**src/rtl/vexd_pkg.sv**
```systemverilog
package vexd_pkg;

    localparam int BYTE_W   = 8;
    localparam int VREG_W   = 4;
    localparam int PP_W     = 2;
    localparam int MAP_W    = 2;
    localparam int PLEN_W   = 2;
    localparam int MSEL_W   = 5;

    localparam logic [BYTE_W-1:0] LEAD_LONG  = 8'hC4;
    localparam logic [BYTE_W-1:0] LEAD_SHORT = 8'hC5;

    localparam logic [PLEN_W-1:0] PLEN_SHORT = 2'd2;
    localparam logic [PLEN_W-1:0] PLEN_LONG  = 2'd3;
    localparam logic [MAP_W-1:0]  MAP_0F     = 2'd1;

    typedef enum logic [1:0] {
        ST_START = 2'd0,
        ST_PAY1  = 2'd1,
        ST_PAY2  = 2'd2,
        ST_OPC   = 2'd3
    } vexd_state_e;

    typedef struct packed {
        logic              is_vex;
        logic              is_legacy;
        logic              bad_map;
        logic              r;
        logic              x;
        logic              b;
        logic              w;
        logic [VREG_W-1:0] vvvv;
        logic              l;
        logic [PP_W-1:0]   pp;
        logic [BYTE_W-1:0] simd;
        logic [MAP_W-1:0]  map;
        logic [BYTE_W-1:0] opcode;
        logic [PLEN_W-1:0] plen;
    } vexd_rec_t;

    typedef struct packed {
        vexd_state_e state;
        logic        short_form;
        logic        mode64;
        vexd_rec_t   work;
        vexd_rec_t   out;
        logic        out_valid;
    } vexd_ctx_t;

endpackage

```
**src/rtl/vexd_lead_check.sv**
```systemverilog
module vexd_lead_check
    import vexd_pkg::*;
(
    input  logic [BYTE_W-1:0] lead_byte,
    output logic              is_cand,
    output logic              is_short
);
    always_comb begin
        is_short = (lead_byte == LEAD_SHORT);
        is_cand  = is_short || (lead_byte == LEAD_LONG);
    end
endmodule

```
**src/rtl/vexd_payload_unpack.sv**
```systemverilog
module vexd_payload_unpack
    import vexd_pkg::*;
(
    input  logic [BYTE_W-1:0] pay_byte,
    output logic              peek_ok,
    output logic              ext_r,
    output logic              ext_x,
    output logic              ext_b,
    output logic [MAP_W-1:0]  map_sel,
    output logic              map_bad,
    output logic              op_w,
    output logic [VREG_W-1:0] vreg,
    output logic              vlen,
    output logic [PP_W-1:0]   pp_code
);
    localparam int TOP = BYTE_W - 1;

    logic [MSEL_W-1:0] msel;

    always_comb begin
        // view as the leading payload byte
        peek_ok = &pay_byte[TOP -: 2];
        ext_r   = ~pay_byte[TOP];
        ext_x   = ~pay_byte[TOP-1];
        ext_b   = ~pay_byte[TOP-2];
        msel    = pay_byte[MSEL_W-1:0];
        map_bad = (msel == '0) || (msel > MSEL_W'(3));
        map_sel = map_bad ? '0 : msel[MAP_W-1:0];
        // view as the byte carrying W/vvvv/L/pp
        op_w    = pay_byte[TOP];
        vreg    = ~pay_byte[TOP-1 -: VREG_W];
        vlen    = pay_byte[PP_W];
        pp_code = pay_byte[PP_W-1:0];
    end
endmodule

```
**src/rtl/vexd_simd_expand.sv**
```systemverilog
module vexd_simd_expand
    import vexd_pkg::*;
(
    input  logic [PP_W-1:0]   pp_code,
    output logic [BYTE_W-1:0] simd_byte
);
    always_comb begin
        unique case (pp_code)
            2'b01:   simd_byte = 8'h66;
            2'b10:   simd_byte = 8'hF3;
            2'b11:   simd_byte = 8'hF2;
            default: simd_byte = 8'h00;
        endcase
    end
endmodule

```
**src/rtl/vex_prefix_decoder.sv**
```systemverilog
module vex_prefix_decoder
    import vexd_pkg::*;
(
    input  logic              clk,
    input  logic              rst,
    input  logic              in_valid,
    output logic              in_ready,
    input  logic [BYTE_W-1:0] in_byte,
    input  logic              long_mode,
    output logic              rec_valid,
    output logic              rec_is_vex,
    output logic              rec_is_legacy,
    output logic              rec_bad_map,
    output logic              rec_r,
    output logic              rec_x,
    output logic              rec_b,
    output logic              rec_w,
    output logic [VREG_W-1:0] rec_vvvv,
    output logic              rec_l,
    output logic [PP_W-1:0]   rec_pp,
    output logic [BYTE_W-1:0] rec_simd,
    output logic [MAP_W-1:0]  rec_map,
    output logic [BYTE_W-1:0] rec_opcode,
    output logic [PLEN_W-1:0] rec_plen
);
    vexd_ctx_t ctx_d, ctx_q;

    logic              lead_cand, lead_short;
    logic              peek_ok, u_r, u_x, u_b, u_bad, u_w, u_l;
    logic [MAP_W-1:0]  u_map;
    logic [VREG_W-1:0] u_vvvv;
    logic [PP_W-1:0]   u_pp;
    logic [BYTE_W-1:0] u_simd;
    logic              beat;

    vexd_lead_check i_lead (
        .lead_byte (in_byte),
        .is_cand   (lead_cand),
        .is_short  (lead_short)
    );

    vexd_payload_unpack i_unpack (
        .pay_byte (in_byte),
        .peek_ok  (peek_ok),
        .ext_r    (u_r),
        .ext_x    (u_x),
        .ext_b    (u_b),
        .map_sel  (u_map),
        .map_bad  (u_bad),
        .op_w     (u_w),
        .vreg     (u_vvvv),
        .vlen     (u_l),
        .pp_code  (u_pp)
    );

    vexd_simd_expand i_simd (
        .pp_code   (u_pp),
        .simd_byte (u_simd)
    );

    assign in_ready = 1'b1;
    assign beat     = in_valid && in_ready;

    always_comb begin
        ctx_d           = ctx_q;
        ctx_d.out_valid = 1'b0;
        if (beat) begin
            unique case (ctx_q.state)
                ST_START: begin
                    if (lead_cand) begin
                        ctx_d.work       = '0;
                        ctx_d.short_form = lead_short;
                        ctx_d.mode64     = long_mode;
                        ctx_d.state      = ST_PAY1;
                    end else begin
                        ctx_d.out        = '0;
                        ctx_d.out.opcode = in_byte;
                        ctx_d.out_valid  = 1'b1;
                    end
                end
                ST_PAY1: begin
                    if (!ctx_q.mode64 && !peek_ok) begin
                        ctx_d.out           = '0;
                        ctx_d.out.is_legacy = 1'b1;
                        ctx_d.out.opcode    = ctx_q.short_form ? LEAD_SHORT : LEAD_LONG;
                        ctx_d.out_valid     = 1'b1;
                        ctx_d.state         = ST_START;
                    end else begin
                        ctx_d.work.is_vex = 1'b1;
                        ctx_d.work.r      = u_r;
                        if (ctx_q.short_form) begin
                            ctx_d.work.vvvv = u_vvvv;
                            ctx_d.work.l    = u_l;
                            ctx_d.work.pp   = u_pp;
                            ctx_d.work.simd = u_simd;
                            ctx_d.work.map  = MAP_0F;
                            ctx_d.work.plen = PLEN_SHORT;
                            ctx_d.state     = ST_OPC;
                        end else begin
                            ctx_d.work.x       = u_x;
                            ctx_d.work.b       = u_b;
                            ctx_d.work.map     = u_map;
                            ctx_d.work.bad_map = u_bad;
                            ctx_d.work.plen    = PLEN_LONG;
                            ctx_d.state        = ST_PAY2;
                        end
                    end
                end
                ST_PAY2: begin
                    ctx_d.work.w    = u_w;
                    ctx_d.work.vvvv = u_vvvv;
                    ctx_d.work.l    = u_l;
                    ctx_d.work.pp   = u_pp;
                    ctx_d.work.simd = u_simd;
                    ctx_d.state     = ST_OPC;
                end
                default: begin
                    ctx_d.out        = ctx_q.work;
                    ctx_d.out.opcode = in_byte;
                    ctx_d.out_valid  = 1'b1;
                    ctx_d.state      = ST_START;
                end
            endcase
        end
    end

    always_ff @(posedge clk) begin
        if (rst) ctx_q <= '0;
        else     ctx_q <= ctx_d;
    end

    assign rec_valid     = ctx_q.out_valid;
    assign rec_is_vex    = ctx_q.out.is_vex;
    assign rec_is_legacy = ctx_q.out.is_legacy;
    assign rec_bad_map   = ctx_q.out.bad_map;
    assign rec_r         = ctx_q.out.r;
    assign rec_x         = ctx_q.out.x;
    assign rec_b         = ctx_q.out.b;
    assign rec_w         = ctx_q.out.w;
    assign rec_vvvv      = ctx_q.out.vvvv;
    assign rec_l         = ctx_q.out.l;
    assign rec_pp        = ctx_q.out.pp;
    assign rec_simd      = ctx_q.out.simd;
    assign rec_map       = ctx_q.out.map;
    assign rec_opcode    = ctx_q.out.opcode;
    assign rec_plen      = ctx_q.out.plen;
endmodule

```
**config.mk**
```make
export PLATFORM = sky130hd
export DESIGN_NAME = vex_prefix_decoder
export DESIGN_NICKNAME = d
export VERILOG_FILES = /design/src/rtl/vexd_pkg.sv /design/src/rtl/vexd_lead_check.sv /design/src/rtl/vexd_payload_unpack.sv /design/src/rtl/vexd_simd_expand.sv /design/src/rtl/vex_prefix_decoder.sv
export SDC_FILE = /design/constraint.sdc
export NUM_CORES = 1
export LEC_CHECK = 0
export BUFFER_PORTS_ARGS = -buffer_cell sky130_fd_sc_hd__buf_2
export CORE_ASPECT_RATIO = 1.4
export CORE_MARGIN = 1.5
export CORE_UTILIZATION = 40
export DETAILED_ROUTE_END_ITERATION = 16
export PLACE_DENSITY_LB_ADDON = 0.05
export SYNTH_ARGS = -nofsm -noshare
export SYNTH_HDL_FRONTEND = slang
export SYNTH_SLANG_ARGS = --single-unit
```
**constraint.sdc**
```tcl
create_clock -name clk -period 2.9 [get_ports clk]
set_clock_uncertainty 0.2 [all_clocks]
set_input_delay 0.145 -clock clk [delete_from_list [all_inputs] [get_ports clk]]
set_output_delay 0.145 -clock clk [all_outputs]
set_load 0.01 [all_outputs]
```
==> out/qor.csv <==
metric,value,unit
mapped cell area,2459,um2
DRC viols,0,
Reg-to-Reg Start,ctx_q[71],
Pre-Repair DR Iteration Count,5,
Max VDD drop,0.2000,mV
Final Setup Violations,0,
Netlist cell types,41,
Via density,5.499,
async set-or-reset flop fraction in the synthesized netlist,0,%
final hold violations,0,
RSZ-0062 raised after global routing,no,
sequential standard cell area,1081,um2
final setup margin,0.6937,ns
GR Util All Layers,19.50,%
R2R Setup Slk,0.75,ns
initial antenna violation count,0,
mux cell area share after synthesis,1.221,%
Root Buffer,clkbuf_8,
Worst-Skew Late Latency,0.30,ns
cells on worst reg2reg path,7,
DRT Wirelength,6131,um
# diodes,0,
Max-Cap Viols,0,
cells after synthesis,292,
Crit. Startpoint,in_byte[7],
sequential element share of the synthesized area,43.97,%
share of layout cells above drive strength 1,20.82,%
routed via count,2128,
CP startpoint kind,input pin,
Setup WS pre-CTS,0.7905,ns
largest net degree at the start of global routing,27,
largest family of logic cells by synthesized area,compound AO/OA/AOI/OAI gates,
Syn Area/Cell,8.420,um2
Starting DRT DRC Count,91,
setup_tns,0,ns
Die W,69.26,um
Detailed Place HPWL,4341,um
Starting Density,41.64,%
Die Span Y,95.77,um
"top cells by area, synth","dfxtp_1, buf_4, a21oi_1, nand3_1, nand2_1",
Core ar.,5904,um2
synthesized net count,308,
Lkg Pwr,1.099,nW
GRT overflow,0,
top-count cell post-synth,dfxtp_1,
CP Class,in -> reg,
I/O pins,48,
clk sink count,54,
Min Hold Slack,0.04712,ns
number of H-tree levels,2,
crit end category,flip-flop,
maximum clock rate,0.4532,GHz
die area,6633,um2
Multi-input gate area,1079,um2
CTS tree,done,
Final min period,2.206,ns
GP Congestion,0.9026,
final net count,332,
Final Max Tran Viols,0,
Seq cells post-synth,54,
Synth top cells by count,"dfxtp_1, a21oi_1, nand2_1, nand3_1, buf_4",
vias in the first global route,2014,
number of flops mapped to enable cells by yosys,0,
actual slew at the worst max-slew pin,0.4955,ns
Critical Path AT,2.24,ns
Slew headroom,66.86,%
synth-to-layout area growth,11.55,%
most common flop cell mapped by yosys,dfxtp_1,
clock-pin transition on the worst setup and hold timing paths,0.09,ns
WP data required,2.93,ns
Post-CTS Resized,0,
Yosys top cell by area,dfxtp_1,
PD cells,466.3,nW/um2
TritonCTS Buffers,5,
Rows,33,
ANT nets after route,0,
Worst R2R End,rec_opcode[7],
Synth Area in Simple Gates,18.93,%
Tcrit/Tclk final,76.08,%
Worst Hold Class,in -> reg,
Max clock buf depth,2,
Compound-Gate Fraction of Synth Area,21.37,%
status,"finished, final reports clean",
hold path cells,2,
fillcell total,609,
global-route wire length before repair,10200,um
area share of the largest cell type after synthesis,43.97,%
WL/cell,15.84,um
Worst Path Max Fanout,18,
PortBufs,45,
Synth Area in Adders,2.036,%
Synth warnings,0,
Synth Area in XOR/XNOR,0,%
critical path endpoint,ctx_q[47],
Pwr Total,1.279,mW
==> metal layers <==
| metal | vias to the layer above | share of wire [%] | GRT usage (%) |
|---|---|---|---|
| met5 | - | 0 | 0 |
| met4 | 0 | 1.8 | 6.699 |
| met3 | 9 | 4.4 | 3.246 |
| met2 | 66 | 48 | 32.69 |
| met1 | 994 | 46 | 25.59 |
| li1 | 1059 | - | - |
==> placed cells by master (no fill, tap or decap), drive strengths merged, types with 4 or more instances in the layout <==
master,instances
dfxtp,54
buf,53
a21oi,36
nand2,35
nand3,29
o21ai,22
nor2,11
dlygate4sd3,10
clkbuf,7
a31oi,6
inv,5
ha,4
==> through the flow <==
stage,area (um2),util (%),cells
floorplan,2459,-,292
global route,2743,46.45,387
finish,2743,46.45,387
CTS,2743,46.45,387
global placement,2551,43.21,369
detailed placement,2551,43.21,369
==> worst min-delay path by stage <==
stage | start | to | slack (ns)
3_3_place_gp | long_mode | ctx_q[69] | 0.19
5_1_grt | rst | rec_bad_map | 0.05
4_1_cts | rst | rec_simd[2] | 0.04
6_report | rst | rec_b | 0.05
3_5_place_dp | long_mode | ctx_q[69] | 0.19
2_1_floorplan | in_byte[7] | ctx_q[65] | 0.03
==> worst max-delay path, stage by stage <==
cell	delay, ns
dlygate4sd3_1	0.53
buf_2	0.21
and4bb_4	0.34
a41oi_4	0.27
or4_1	0.58
a21oi_1	0.15
==> state kept, by name, summed over array words and instances, names as in the netlist, 2 cells and up <==
register and cells:
rec_vvvv 4, ctx_q 24, rec_map 2, rec_simd 4, rec_pp 2, rec_opcode 8
==> cells by family after synthesis <==
| group | count (synthesis) |
|---|---|
| other | 2 |
| multiplexers | 3 |
| AO/OA/AOI/OAI | 83 |
| AND/OR/NAND/NOR | 95 |
| flip-flops | 54 |
| adder cells (fa/ha/maj) | 4 |
| buffers and inverters | 51 |
==> power breakdown <==
group / internal [mW] / total [mW] / switching (mW)
logic: 0.0359 / 0.100 / 0.0642
clock network: 0.193 / 0.427 / 0.233
registers: 0.749 / 0.752 / 0.00319
total: 0.978 / 1.28 / 0.301
==> cell type report <==
class	instances	share of cell area, %
inverter	5	0.6843
sequential	54	39.42
tap	70	3.193
timing repair buffer	63	14.05
clock buffer	7	3.148
multi-input combinational	187	39.32
clock inverter	1	0.1825
==> repair_timing <==
item	4_1_cts	5_1_grt
hold endpoints to repair	13	0
setup buffers	0	0
hold buffers	10	0
Power figures use the tool's default switching activity.
